## src/rtl/bssid_accept_filter.sv

```systemverilog
module bssid_accept_filter #(
  parameter int ADDR_W = 48,
  parameter int WORD_W = 32
) (
  input  logic              clk,
  input  logic              rst_n,
  input  logic              reg_we,
  input  logic [1:0]        reg_sel,
  input  logic [WORD_W/8-1:0] reg_be,
  input  logic [WORD_W-1:0] reg_wdata,
  input  logic [1:0]        reg_rsel,
  output logic [WORD_W-1:0] reg_rdata,
  input  logic              bssid_valid,
  input  logic [ADDR_W-1:0] bssid,
  output logic              match_valid,
  output logic              match_accept
);
  localparam int HI_W = ADDR_W - WORD_W;
  localparam int BE_W = WORD_W / 8;
  localparam logic [1:0] SEL_OWN_LO  = 2'd0;
  localparam logic [1:0] SEL_OWN_HI  = 2'd1;
  localparam logic [1:0] SEL_MASK_LO = 2'd2;
  localparam logic [1:0] SEL_MASK_HI = 2'd3;

  logic [WORD_W-1:0] own_lo, own_hi, mask_lo;
  logic [HI_W-1:0]   mask_hi;
  logic [ADDR_W-1:0] own_addr, cmp_mask;
  logic [WORD_W-1:0] mask_hi_word;

  function automatic logic [WORD_W-1:0] merge(input logic [WORD_W-1:0] old_v,
                                               input logic [WORD_W-1:0] new_v,
                                               input logic [BE_W-1:0]   be);
    logic [WORD_W-1:0] r;
    r = old_v;
    for (int b = 0; b < BE_W; b++)
      if (be[b]) r[b*8 +: 8] = new_v[b*8 +: 8];
    return r;
  endfunction

  assign mask_hi_word = {{(WORD_W-HI_W){1'b0}}, mask_hi};
  assign own_addr     = {own_hi[HI_W-1:0], own_lo};
  assign cmp_mask     = {mask_hi, mask_lo};

  always_ff @(posedge clk) begin
    if (!rst_n) begin
      own_lo  <= '0;
      own_hi  <= '0;
      mask_lo <= '1;
      mask_hi <= '1;
    end else if (reg_we) begin
      case (reg_sel)
        SEL_OWN_LO:  own_lo  <= merge(own_lo, reg_wdata, reg_be);
        SEL_OWN_HI:  own_hi  <= merge(own_hi, reg_wdata, reg_be);
        SEL_MASK_LO: mask_lo <= merge(mask_lo, reg_wdata, reg_be);
        default: begin
          logic [WORD_W-1:0] mw;
          mw = merge(mask_hi_word, reg_wdata, reg_be);
          mask_hi <= mw[HI_W-1:0];
        end
      endcase
    end
  end

  always_comb begin
    case (reg_rsel)
      SEL_OWN_LO:  reg_rdata = own_lo;
      SEL_OWN_HI:  reg_rdata = own_hi;
      SEL_MASK_LO: reg_rdata = mask_lo;
      default:     reg_rdata = mask_hi_word;
    endcase
  end

  always_ff @(posedge clk) begin
    if (!rst_n) begin
      match_valid  <= 1'b0;
      match_accept <= 1'b0;
    end else begin
      match_valid  <= bssid_valid;
      match_accept <= bssid_valid && (((bssid ^ own_addr) & cmp_mask) == '0);
    end
  end
endmodule

```

## config.mk

```make
export PLATFORM = sky130hd
export DESIGN_NAME = bssid_accept_filter
export DESIGN_NICKNAME = d
export VERILOG_FILES = /design/src/rtl/bssid_accept_filter.sv
export SDC_FILE = /design/constraint.sdc
export NUM_CORES = 1
export LEC_CHECK = 0
export BUFFER_PORTS_ARGS = -buffer_cell sky130_fd_sc_hd__buf_2
export CORE_MARGIN = 4
export CORE_UTILIZATION = 50
export CTS_CLUSTER_SIZE = 14
export DETAILED_ROUTE_END_ITERATION = 8
export PLACE_DENSITY = 0.74
export SLEW_MARGIN = 5
export SYNTH_ARGS = -nofsm -noshare
export SYNTH_HDL_FRONTEND = slang
export SYNTH_SLANG_ARGS = --single-unit
```

## constraint.sdc

```tcl
create_clock -name clk -period 1.9 [get_ports clk]
set_input_delay 0.095 -clock clk [delete_from_list [all_inputs] [get_ports clk]]
set_output_delay 0.095 -clock clk [all_outputs]
set_load 0.05 [all_outputs]
```

==> summary.txt <==
Synth
  • Syn Std Cell Area: about 5500 µm²
  • Seq/Total Area, Yosys: 41.1%
  • Syn Area/Cell: 8.36 µm²
  • Top post-synthesis cells by area: dfxtp_1 41%, nand2_1 17%, a21boi_0 8.1%
  • Synth unique cells: 28
  • Net count after synthesis: 756
  • Post-synth top area share: 41.1%
  • Synthesized flop and latch total: 114
  • Synth area leader: dfxtp_1
  • Yosys warns: 0
  • Synth Instances: between 600 and 700

Clock network
  • CTS-repair resized insts: 0
  • Clk slew on worst S/H paths: 0.06 ns
  • CTS HTree Levels: 4
  • TritonCTS clock tree: yes
  • Max Buffers Root-to-Sink: 2
  • Clk Latency, worst-skew pair: slightly above 0.5 ns
  • TritonCTS Buffers: 17
  • Root Driver: clkbuf_8
  • Clock sinks: between 100 and 150

Floorplanning
  • Die width: 113 µm
  • Io pins: 126
  • Initial core utilization: 51.2%
  • Core Box Area: 10,800 µm²
  • Row count: 38
  • Die Area: about 13,000 µm²
  • Die height: 113 µm

Power and ir drop
  • Max VDD drop: between 500 and 600 µV
  • Leak Pwr: 3.19 nW
  • Pwr/cell area: approximately 950 nW/µm²
  • Tot Pwr: 6.88 mW

Global routing
  • Gr usage total: 26.4%
  • Number of antenna violations at the first check in global routing: 0
  • Largest net degree at the start of global routing: 113
  • First-pass GRT wire length: around 27 mm
  • Vias in the first global route: around 5,300
  • Total grt overflow: 0

Job
  • MaxCap Viol Count: 0

Route
  • Via count: 5,394
  • DRT iter0 DRCs: 426
  • Vias per std cell: 5.57
  • Wirelength per Cell: 17.6 µm
  • Max Used Layer: met4
  • Detailed Route WL: 17.0 mm
  • Pre-antenna DRT Iters: 5
  • Routed wl met3: 1.40 mm
  • M1 wire length: between 7 and 8 mm
  • Antenna Nets Post-Route: 0
  • DR WL met2: just over 8 mm
  • Drt drc: 0

STA
  • Setup TNS: 0 ns
  • Min Clock Period, post-route: 1.68 ns
  • Final Setup Violations: 0
  • Fin Clk Skew: 0.00703 ns
  • Tcrit/Tclk final: 88.4%
  • Final Max Slew Viols: 0
  • Slew margin rel.: 48.6%
  • Worst-Margin Slew: approximately 0.77 ns
  • FMAX: approximately 600 MHz
  • Final worst slack: 0.221 ns
  • Hold Vio Cnt, Final: 0
  • RSZ-0062 raised after global routing: false

Critical path
  • Crit-path max cell delay: roughly 0.50 ns
  • Worst path slowest cell: mux4_2
  • Crit path DAT: 1.58 ns
  • CP Capture Type: output port
  • CP cell instances: mux4_2 -> buf_2
  • Crit start category: flip-flop
  • Req. time, crit path: 1.80 ns
  • Crit-path max FO: 3
  • CP Class: reg2out

Run status
  • Status: completed

Finish
  • Syn-to-layout area delta: 30.9%
  • Share of layout cells above drive strength 1: 22.6%
  • Nets: 907
  • Most frequent cells in the layout: 254 x nand2_1, 125 x buf_2, 114 x dfxtp_1
  • Share of the core filled with cells: 67.0%
  • Inserted Diodes: 0
  • Most common cell after layout, fill and taps aside: nand2_1

Place
  • Post-DP HPWL: about 12 mm
  • Pre-CTS setup slack: 0.292 ns
  • Port Buffers: 125
  • Gpl congestion: 0.916

Min path
  • HP Class: in2reg
## critical path: cells and delay by family (launching register included)
kind / cells / cell delay [ns]
multiplexers: 1 / 0.50
flip-flops: 1 / 0.34
buffers and inverters: 1 / 0.23
## power by group
group,internal (mW),switching (mW)
clock,2.33,1.14
combinational,0.347,0.547
sequential,2.46,0.0583
total,5.13,1.74
## registers in the layout, summed over array words and instances (netlist names)
| name | cells |
|---|---|
| own_lo | 32 |
| own_hi | 32 |
| mask_lo | 32 |
| match_accept | 1 |
| mask_hi | 16 |
| match_valid | 1 |
## metrics by stage
step                      area (µm²)  instances  hold slack [ns]
after floorplan                 5550        664            0.219
after detailed placement        6270        902            0.344
after CTS                       7260        968           0.0737
after global placement          6270        902            0.345
after global routing            7260        968           0.0955
final                           7260        968           0.0747
## routing by layer
metal  global-route usage [%]  up-vias
met5                        0        -
met1                     33.3     2554
met2                     44.2      258
met3                     6.68       27
met4                     8.89        0
li1                         -     2555
## timing repair
item | CTS | global route
hold endpoints to repair | 113 | 0
buffers inserted | 0 | 0
hold buffers | 34 | 0
endpoints found under the setup margin | 0 | 0
## cell usage after synthesis
library cell,n
nand2_1,254
dfxtp_1,114
a21boi_0,60
nand3_1,49
xor2_1,48
buf_2,18
mux2i_1,16
mux4_2,16
o21ai_0,16
clkbuf_1,15
and2_1,10
a22o_1,9
a221oi_1,8
a21boi_1,5
nand4_1,5
a22oi_1,4
nor2_1,4
buf_4,2
nor3b_2,2
a221oi_2,1
a222oi_1,1
and2_2,1
and3b_1,1
nand4b_1,1
nor2b_1,1
nor3_2,1
nor4_2,1
or3_1,1
## path summary, 6_finish.rpt
| check | start | endpoint | slack [ns] | cells after the start |
|---|---|---|---|---|
| worst min-delay path | rst_n | mask_lo[30]$_SDFFE_PN1P_ | 0.07 | 3 |
| worst min register to register | own_hi[17]$_SDFFE_PN0P_ | own_hi[17]$_SDFFE_PN0P_ | 0.46 | 2 |
| worst max-delay path | mask_hi[7]$_SDFFE_PN1P_ | reg_rdata[7] | 0.22 | 2 |
| worst max register to register | own_hi[5]$_SDFFE_PN0P_ | match_accept$_SDFF_PN0_ | 0.27 | 5 |
## logic make-up after synthesis
group           count (synthesis)  share of synthesized area [%]
simple gates                  331                           25.1
xor+xnor                       48                           7.58
flops                         114                           41.1
buf+inv                        35                           2.91
mux                            32                           9.38
compound gates                104                           13.9
## cell type report
class,count,area (µm²)
fillers,871,3580
well taps,140,175
flip-flops and latches,114,2280
repair buffers,167,1050
clock inverters,13,206
multi-input cells,515,3110
clock buffers,19,442
(Power assumes the default switching activity.)
